[src/rtl/adc_seq_pkg.sv]
package adc_seq_pkg;

   localparam int CMD_BITS    = 8;
   localparam int READ_BYTES  = 3;
   localparam int READ_BITS   = READ_BYTES * 8;
   localparam int SAMPLE_W    = 16;
   localparam int SAMPLE_MSB  = READ_BITS - 2;   // first received bit is dropped
   localparam int SEL_W       = 3;
   localparam int IDX_W       = SEL_W + 1;
   localparam logic [1:0] CLK_MODE_INT = 2'b10;

   typedef enum logic [1:0] {
      ST_IDLE = 2'd0,
      ST_CMD  = 2'd1,
      ST_GAP  = 2'd2,
      ST_READ = 2'd3
   } seq_state_e;

   typedef struct packed {
      logic             start;
      logic [SEL_W-1:0] sel;
      logic             rsvd;
      logic             single;
      logic [1:0]       mode;
   } cmd_byte_t;

endpackage

[src/rtl/adc_cmd_map.sv]
module adc_cmd_map
   import adc_seq_pkg::*;
(
   input  logic [IDX_W-1:0]    idx,
   output logic [CMD_BITS-1:0] cmd
);

   cmd_byte_t        c;
   logic [SEL_W-1:0] sel;
   logic             diff;

   always_comb begin
      diff = idx[IDX_W-1];
      if (diff) begin
         // pairs in normal polarity then reversed: address equals low bits
         sel = idx[SEL_W-1:0];
      end else begin
         // interleaved single-ended order: low index bit becomes address MSB
         sel = {idx[0], idx[SEL_W-1:1]};
      end
      c.start  = 1'b1;
      c.sel    = sel;
      c.rsvd   = 1'b0;
      c.single = ~diff;
      c.mode   = CLK_MODE_INT;
      cmd      = c;
   end

endmodule

[src/rtl/adc_gap_timer.sv]
module adc_gap_timer #(
   parameter int CYCLES = 2250
) (
   input  logic clk,
   input  logic rst_n,
   input  logic start,
   output logic expire
);

   localparam int CNT_W = $clog2(CYCLES + 1);

   generate
      if (CYCLES < 1) begin : g_bad_cycles
         $error("adc_gap_timer: CYCLES must be at least 1");
      end
   endgenerate

   logic [CNT_W-1:0] cnt_q;
   logic             run_q;

   always_ff @(posedge clk or negedge rst_n) begin
      if (!rst_n) begin
         cnt_q  <= '0;
         run_q  <= 1'b0;
         expire <= 1'b0;
      end else begin
         expire <= 1'b0;
         if (start) begin
            cnt_q <= CNT_W'(CYCLES);
            run_q <= 1'b1;
         end else if (run_q) begin
            cnt_q <= cnt_q - 1'b1;
            if (cnt_q == CNT_W'(1)) begin
               run_q  <= 1'b0;
               expire <= 1'b1;
            end
         end
      end
   end

   a_r5_expire_single : assert property (@(posedge clk) disable iff (!rst_n)
      expire |=> !expire);

endmodule

[src/rtl/adc_spi_shifter.sv]
module adc_spi_shifter #(
   parameter int HALF_DIV = 4,
   parameter int MAX_BITS = 24,
   localparam int CW      = $clog2(MAX_BITS + 1)
) (
   input  logic                clk,
   input  logic                rst_n,
   input  logic                start,
   input  logic [CW-1:0]       nbits,
   input  logic [MAX_BITS-1:0] tx_word,
   input  logic                miso,
   output logic                sclk,
   output logic                mosi,
   output logic [MAX_BITS-1:0] rx_word,
   output logic                active,
   output logic                fin
);

   generate
      if (HALF_DIV < 1) begin : g_bad_div
         $error("adc_spi_shifter: HALF_DIV must be at least 1");
      end
      if (MAX_BITS < 2) begin : g_bad_bits
         $error("adc_spi_shifter: MAX_BITS must be at least 2");
      end
   endgenerate

   logic [MAX_BITS-1:0] tx_sr;
   logic [MAX_BITS-1:0] rx_sr;
   logic [CW-1:0]       bit_q;
   logic [CW-1:0]       nbits_q;
   logic                sclk_q;
   logic                tick;

   generate
      if (HALF_DIV == 1) begin : g_nodiv
         assign tick = active;
      end else begin : g_div
         localparam int DW = $clog2(HALF_DIV);
         logic [DW-1:0] div_q;
         always_ff @(posedge clk or negedge rst_n) begin
            if (!rst_n) begin
               div_q <= '0;
            end else if (start || !active) begin
               div_q <= '0;
            end else if (div_q == DW'(HALF_DIV - 1)) begin
               div_q <= '0;
            end else begin
               div_q <= div_q + 1'b1;
            end
         end
         assign tick = active && (div_q == DW'(HALF_DIV - 1));
      end
   endgenerate

   always_ff @(posedge clk or negedge rst_n) begin
      if (!rst_n) begin
         tx_sr   <= '0;
         rx_sr   <= '0;
         bit_q   <= '0;
         nbits_q <= '0;
         sclk_q  <= 1'b0;
         active  <= 1'b0;
         fin     <= 1'b0;
      end else begin
         fin <= 1'b0;
         if (start) begin
            tx_sr   <= tx_word;
            bit_q   <= '0;
            nbits_q <= nbits;
            sclk_q  <= 1'b0;
            active  <= 1'b1;
         end else if (tick) begin
            if (!sclk_q) begin
               sclk_q <= 1'b1;
               rx_sr  <= {rx_sr[MAX_BITS-2:0], miso};
            end else begin
               sclk_q <= 1'b0;
               tx_sr  <= {tx_sr[MAX_BITS-2:0], 1'b0};
               bit_q  <= bit_q + 1'b1;
               if (bit_q + 1'b1 == nbits_q) begin
                  active <= 1'b0;
                  fin    <= 1'b1;
               end
            end
         end
      end
   end

   assign sclk    = sclk_q;
   assign mosi    = tx_sr[MAX_BITS-1];
   assign rx_word = rx_sr;

   a_r4_bit_bound : assert property (@(posedge clk) disable iff (!rst_n)
      active |-> (bit_q < nbits_q));
   a_r4_idle_low : assert property (@(posedge clk) disable iff (!rst_n)
      !active |-> !sclk_q);

endmodule

[src/rtl/adc_seq_ctrl.sv]
module adc_seq_ctrl
   import adc_seq_pkg::*;
#(
   parameter int CLK_HZ   = 250_000_000,
   parameter int GAP_NS   = 9000,
   parameter int HALF_DIV = 4
) (
   input  logic                clk,
   input  logic                rst_n,
   input  logic                req,
   input  logic [IDX_W-1:0]    chan_idx,
   output logic                busy,
   output logic                done,
   output logic [SAMPLE_W-1:0] sample,
   output logic                sclk,
   output logic                mosi,
   input  logic                miso,
   output logic                cs_n
);

   localparam longint GAP_PROD = longint'(CLK_HZ) * longint'(GAP_NS);
   localparam int     GAP_CYC  = int'((GAP_PROD + 64'd999_999_999) / 64'd1_000_000_000);
   localparam int     CW       = $clog2(READ_BITS + 1);
   localparam int     GW       = $clog2(GAP_CYC + 2);

   generate
      if (CLK_HZ < 1 || GAP_NS < 1) begin : g_bad_timing
         $error("adc_seq_ctrl: CLK_HZ and GAP_NS must be positive");
      end
      if (SAMPLE_MSB - SAMPLE_W + 1 < 0) begin : g_bad_window
         $error("adc_seq_ctrl: sample window exceeds read length");
      end
   endgenerate

   seq_state_e           state_q;
   logic [CMD_BITS-1:0]  cmd_w;
   logic [CMD_BITS-1:0]  cmd_q;
   logic                 sh_start;
   logic                 gap_start;
   logic                 gap_exp;
   logic                 sh_fin;
   logic                 sh_active;
   logic [READ_BITS-1:0] rx_w;
   logic [READ_BITS-1:0] tx_w;
   logic [CW-1:0]        nbits_w;
   logic                 sclk_w;

   adc_cmd_map u_map (
      .idx (chan_idx),
      .cmd (cmd_w)
   );

   always_comb begin
      if (state_q == ST_READ) begin
         tx_w    = '0;
         nbits_w = CW'(READ_BITS);
      end else begin
         tx_w    = {cmd_q, {(READ_BITS-CMD_BITS){1'b0}}};
         nbits_w = CW'(CMD_BITS);
      end
   end

   adc_spi_shifter #(
      .HALF_DIV (HALF_DIV),
      .MAX_BITS (READ_BITS)
   ) u_shift (
      .clk     (clk),
      .rst_n   (rst_n),
      .start   (sh_start),
      .nbits   (nbits_w),
      .tx_word (tx_w),
      .miso    (miso),
      .sclk    (sclk_w),
      .mosi    (mosi),
      .rx_word (rx_w),
      .active  (sh_active),
      .fin     (sh_fin)
   );

   adc_gap_timer #(
      .CYCLES (GAP_CYC)
   ) u_gap (
      .clk    (clk),
      .rst_n  (rst_n),
      .start  (gap_start),
      .expire (gap_exp)
   );

   always_ff @(posedge clk or negedge rst_n) begin
      if (!rst_n) begin
         state_q   <= ST_IDLE;
         cmd_q     <= '0;
         sh_start  <= 1'b0;
         gap_start <= 1'b0;
         done      <= 1'b0;
         sample    <= '0;
      end else begin
         sh_start  <= 1'b0;
         gap_start <= 1'b0;
         done      <= 1'b0;
         unique case (state_q)
            ST_IDLE: begin
               if (req) begin
                  cmd_q    <= cmd_w;
                  sh_start <= 1'b1;
                  state_q  <= ST_CMD;
               end
            end
            ST_CMD: begin
               if (sh_fin) begin
                  gap_start <= 1'b1;
                  state_q   <= ST_GAP;
               end
            end
            ST_GAP: begin
               if (gap_exp) begin
                  sh_start <= 1'b1;
                  state_q  <= ST_READ;
               end
            end
            ST_READ: begin
               if (sh_fin) begin
                  sample  <= rx_w[SAMPLE_MSB -: SAMPLE_W];
                  done    <= 1'b1;
                  state_q <= ST_IDLE;
               end
            end
            default: state_q <= ST_IDLE;
         endcase
      end
   end

   assign busy = (state_q != ST_IDLE);
   assign cs_n = !((state_q == ST_CMD) || (state_q == ST_READ));
   assign sclk = sclk_w;

   wire unused_rx = ^{rx_w[READ_BITS-1], rx_w[SAMPLE_MSB-SAMPLE_W:0], sh_active};

   // gap length observer
   logic [GW-1:0] gap_seen;
   always_ff @(posedge clk or negedge rst_n) begin
      if (!rst_n) begin
         gap_seen <= '0;
      end else if (state_q == ST_GAP) begin
         if (gap_seen != {GW{1'b1}}) gap_seen <= gap_seen + 1'b1;
      end else begin
         gap_seen <= '0;
      end
   end

   a_r5_gap_min : assert property (@(posedge clk) disable iff (!rst_n)
      (state_q == ST_READ && $past(state_q) == ST_GAP) |-> (gap_seen >= GW'(GAP_CYC)));
   a_r4_no_sclk_cs_high : assert property (@(posedge clk) disable iff (!rst_n)
      cs_n |-> !sclk);
   a_r7_done_pulse : assert property (@(posedge clk) disable iff (!rst_n)
      done |=> !done);
   a_r7_done_not_busy : assert property (@(posedge clk) disable iff (!rst_n)
      done |-> !busy);
   a_r8_sample_hold : assert property (@(posedge clk) disable iff (!rst_n)
      !$stable(sample) |-> done);
   a_r9_busy_ignore : assert property (@(posedge clk) disable iff (!rst_n)
      (busy && req) |=> $stable(cmd_q));
   a_r1_start_bit : assert property (@(posedge clk) disable iff (!rst_n)
      sh_start && (state_q == ST_CMD) |-> cmd_q[CMD_BITS-1]);

endmodule

[config.mk]
export PLATFORM = sky130hd
export DESIGN_NAME = adc_seq_ctrl
export DESIGN_NICKNAME = d
export VERILOG_FILES = /design/src/rtl/adc_seq_pkg.sv /design/src/rtl/adc_cmd_map.sv /design/src/rtl/adc_gap_timer.sv /design/src/rtl/adc_spi_shifter.sv /design/src/rtl/adc_seq_ctrl.sv
export SDC_FILE = /design/constraint.sdc
export NUM_CORES = 1
export LEC_CHECK = 0
export ABC_AREA = 0
export BUFFER_PORTS_ARGS = -buffer_cell sky130_fd_sc_hd__buf_2
export CAP_MARGIN = 20
export CORE_ASPECT_RATIO = 0.7
export CORE_MARGIN = 2
export CORE_UTILIZATION = 50
export CTS_CLUSTER_SIZE = 30
export DETAILED_ROUTE_END_ITERATION = 12
export PLACE_DENSITY = 0.7
export SLEW_MARGIN = 30
export SYNTH_ARGS = -nofsm -noshare
export SYNTH_HDL_FRONTEND = slang
export SYNTH_SLANG_ARGS = --single-unit
[constraint.sdc]
create_clock -name clk -period 1.6 [get_ports clk]
set_input_delay 0.16 -clock clk [delete_from_list [all_inputs] [get_ports clk]]
set_output_delay 0.16 -clock clk [all_outputs]
set_load 0.005 [all_outputs]
==> flow_summary_export.csv <==
group,metric,value,unit
placed_design,dp_cells,402,
critical_path,cp_data_required_time,1.83,ns
layout,drive_gt1_share,38.6,%
floorplanning,rows,25,
layout,design_area,0.00426,mm2
floorplanning,core_area,0.00676,mm2
power_and_ir_drop,p_int,0.00413,W
power_and_ir_drop,pwr-share-clk,28.2,%
timing,slew_viol_final,0,
timing,worst_pin_slew,0.437,ns
critical_path,critPathMaxFanout,6,
run,max-cap-violations,0,
critical_path,end_kind,"flop",
floorplanning,start_util,51.6,%
timing,period_share,98.4,%
timing,setup_viol,0,
power_and_ir_drop,powerDensity,1350,mW/mm2
timing,finalSetupTns,0,ns
routing,drtIter0Drc,44,
layout,nNetsFinal,343,
placed_design,dp_hpwl,3.89,mm
layout,diodes,0,
power_and_ir_drop,leakage,2.14,nW
power_and_ir_drop,power.switching,0.00162,W
run_status,outcome,"complete, no violations",
power_and_ir_drop,seq_power_share,46.5,%
critical_path,cp_top_family,"flip-flops",
synthesis,async_flop_share,100,%
clock_tree,cts_max_level,3,
global_route,grt_pass1_wl,9.90,mm
synthesis,synthCells,272,
global_route,grt-ovfl-total,0,
layout,layout.cells.non_filler,423,
placed_design,placed_area,0.00387,mm2
timing,max_freq,635,MHz
layout,num-fill-cells,562,
global_route,grt_pass1_vias,2051,
floorplanning,io_pins,29,
routing,routedWlPerCell,14.3,um
synthesis,synth_edf_count,0,
timing,fin_crit,1.58,ns
power_and_ir_drop,swShare,28.2,%
critical_path,slowest_stage,"dfrtp_1",
min_path,hold_path_class,"in -> reg",
synthesis,ys_ff_latch,82,
critical_path,slowest_delay,0.39,ns
critical_path,arrival,1.81,ns
global_route,antenna_found_initial,0,
clock_tree,clock_sinks,82,
timing,slew_headroom,70.9,%
timing,rsz0062_at_grt,"true",
synthesis,syn-num-nets,290,
routing,vias_per_cell,5.09,
synthesis,synth.cell_area,0.00349,mm2
clock_tree,numCtsBuffers,9,
synthesis,synth_warnings,0,
critical_path,worstSetupStartpointType,"flop",
timing,skew,0.0110,ns
floorplanning,die_y,73.9,um
floorplanning,die-width,104,um
layout,regArea,0.00206,mm2
placed_design,portBuffers,28,
synthesis,syn_avg_cell_area,12.8,um2
power_and_ir_drop,peakVddDrop,0.504,mV
clock_tree,cts_tree,"done",
routing,drc,0,
critical_path,critPathKind,"reg -> reg",
critical_path,crit_chain,"ha_4 > nand2_4 > nor3_4 > buf_12 > clkbuf_16 > mux2_2",
global_route,gr-usage-all-layers,16.7,%
clock_tree,cts_max_path_buffers,2,
routing,vias,2153,
clock_tree,path_clk_slew,0.08,ns
floorplanning,dieArea,0.00767,mm2
power_and_ir_drop,combPwrFrac,25.3,%
routing,ant_nets,0,
critical_path,rr_startpoint,"u_shift.g_div.div_q[0]",
min_path,min-delay-start,"miso",
routing,drtPass1Iterations,4,
timing,hold_viol,0,
clock_tree,insertion_delay,0.35,ns
layout,multi_input_area,0.00144,mm2
synthesis,ys_types,40,
global_route,grt_start_max_net_pins,41,
synthesis,synth_seq_area_share,58.8,%
synthesis,synthFlopType,"dfrtp_1",
timing,hold_slack,0.0512,ns
critical_path,path_buf_inv,2,
clock_tree,cts.root.buffer_cell,"clkbuf_8",
critical_path,crit_start,"u_shift.g_div.div_q[0]",
layout,syn_to_final_growth,21.9,%
routing,wl,6.04,mm
layout,final_common_cell,"dfrtp_1",
placed_design,gp_congestion,0.820,
layout,final_cell_mix,"dfrtp_1 (79), mux2_2 (40), buf_2 (27)",
[synth_stat cells (5+ instances only)]
cell / count / share of area (%)
xor2_1: 7 / 1.8
xnor2_1: 6 / 1.5
mux2_2: 40 / 13
inv_1: 7 / 0.75
mux2i_1: 11 / 3.2
nand3_1: 7 / 1.0
ha_1: 10 / 3.6
dfrtp_1: 82 / 59
a21oi_1: 5 / 0.72
o21ai_0: 13 / 1.9
nor2_1: 18 / 1.9
nand2_1: 18 / 1.9
[path summary, 6_finish.rpt]
path	endpoint	slack [ns]	depth (start not counted)
min in group asynchronous	u_shift.tx_sr[18]	0.29	2
max	u_shift.rx_word[15]	0.02	6
min	u_shift.rx_word[0]	0.05	2
max reg2reg	u_shift.rx_word[15]	0.02	6
min reg2reg	cmd_q[1]	0.49	1
max in group asynchronous	u_shift.rx_word[0]	0.74	3
[logic make-up (layout without fill, tap and decap cells)]
logic type	Yosys count	after routing	synth area share [%]
DFF	82	82	58.8
and+or+nand+nor	74	74	11.4
muxes	52	52	16.4
AOI/OAI and AO/OA	25	25	4.12
buffers and inverters	15	72	1.76
xor gates and xnor gates	14	14	3.94
adders and majority gates	10	10	3.59
[layout make-up]
type,count,share of cell area (%)
inverter,7,0.617
timing repair buffer,50,9.38
multi-input combinational,175,33.8
sequential,82,48.3
clock inverter,5,1.85
clock buffer,10,3.23
tap,94,2.76
[stage by stage]
stage	setup WS [ns]	utilization [%]	power, W
5_1_grt	-0.0542	63.0	0.00612
3_3_place_gp	0.0653	57.3	0.00382
6_report	0.0249	63.0	0.00576
2_1_floorplan	0.0195	-	0.00347
3_5_place_dp	0.00975	57.3	0.00388
4_1_cts	0.00922	60.7	0.00553
[flip-flops by register name, indices dropped and copies added, names as in the netlist]
name	count
cmd_q	5
done	1
gap_start	1
sample	16
sh_start	1
state_q	2
u_gap.cnt_q	12
u_gap.expire	1
u_gap.run_q	1
u_shift.active	1
u_shift.bit_q	5
u_shift.fin	1
u_shift.g_div.div_q	2
u_shift.nbits_q	2
u_shift.rx_word	23
u_shift.sclk	1
u_shift.tx_sr	7
[timing repair]
item                                   4_1_cts  5_1_grt
endpoints found under the hold margin       32        0
hold buffers                                 1        0
setup endpoints to repair                    0       28
resized for setup                            0       20
setup buffers                                0        2
[metal layers]
| metal | vias up | GRT usage [%] | routed length, um |
|---|---|---|---|
| met2 | 26 | 23.9 | 2630 |
| met3 | 7 | 5.59 | 184 |
| li1 | 1061 | - | - |
| met1 | 1059 | 23.7 | 3160 |
| met5 | - | 0 | 0 |
| met4 | 0 | 6.31 | 61 |
[power by group through the flow]
| stage | sequential [W] | clock, W | combinational, W |
|---|---|---|---|
| 6_report | 0.00268 | 0.00162 | 0.00145 |
| 5_1_grt | 0.00273 | 0.00175 | 0.00165 |
| 4_1_cts | 0.00265 | 0.00168 | 0.00120 |
| 3_5_place_dp | 0.00269 | 0 | 0.00119 |
| 3_3_place_gp | 0.00267 | 0 | 0.00115 |
| 2_1_floorplan | 0.00263 | 0 | 0.000843 |
Note: power is estimated with default switching activity, not from simulation.
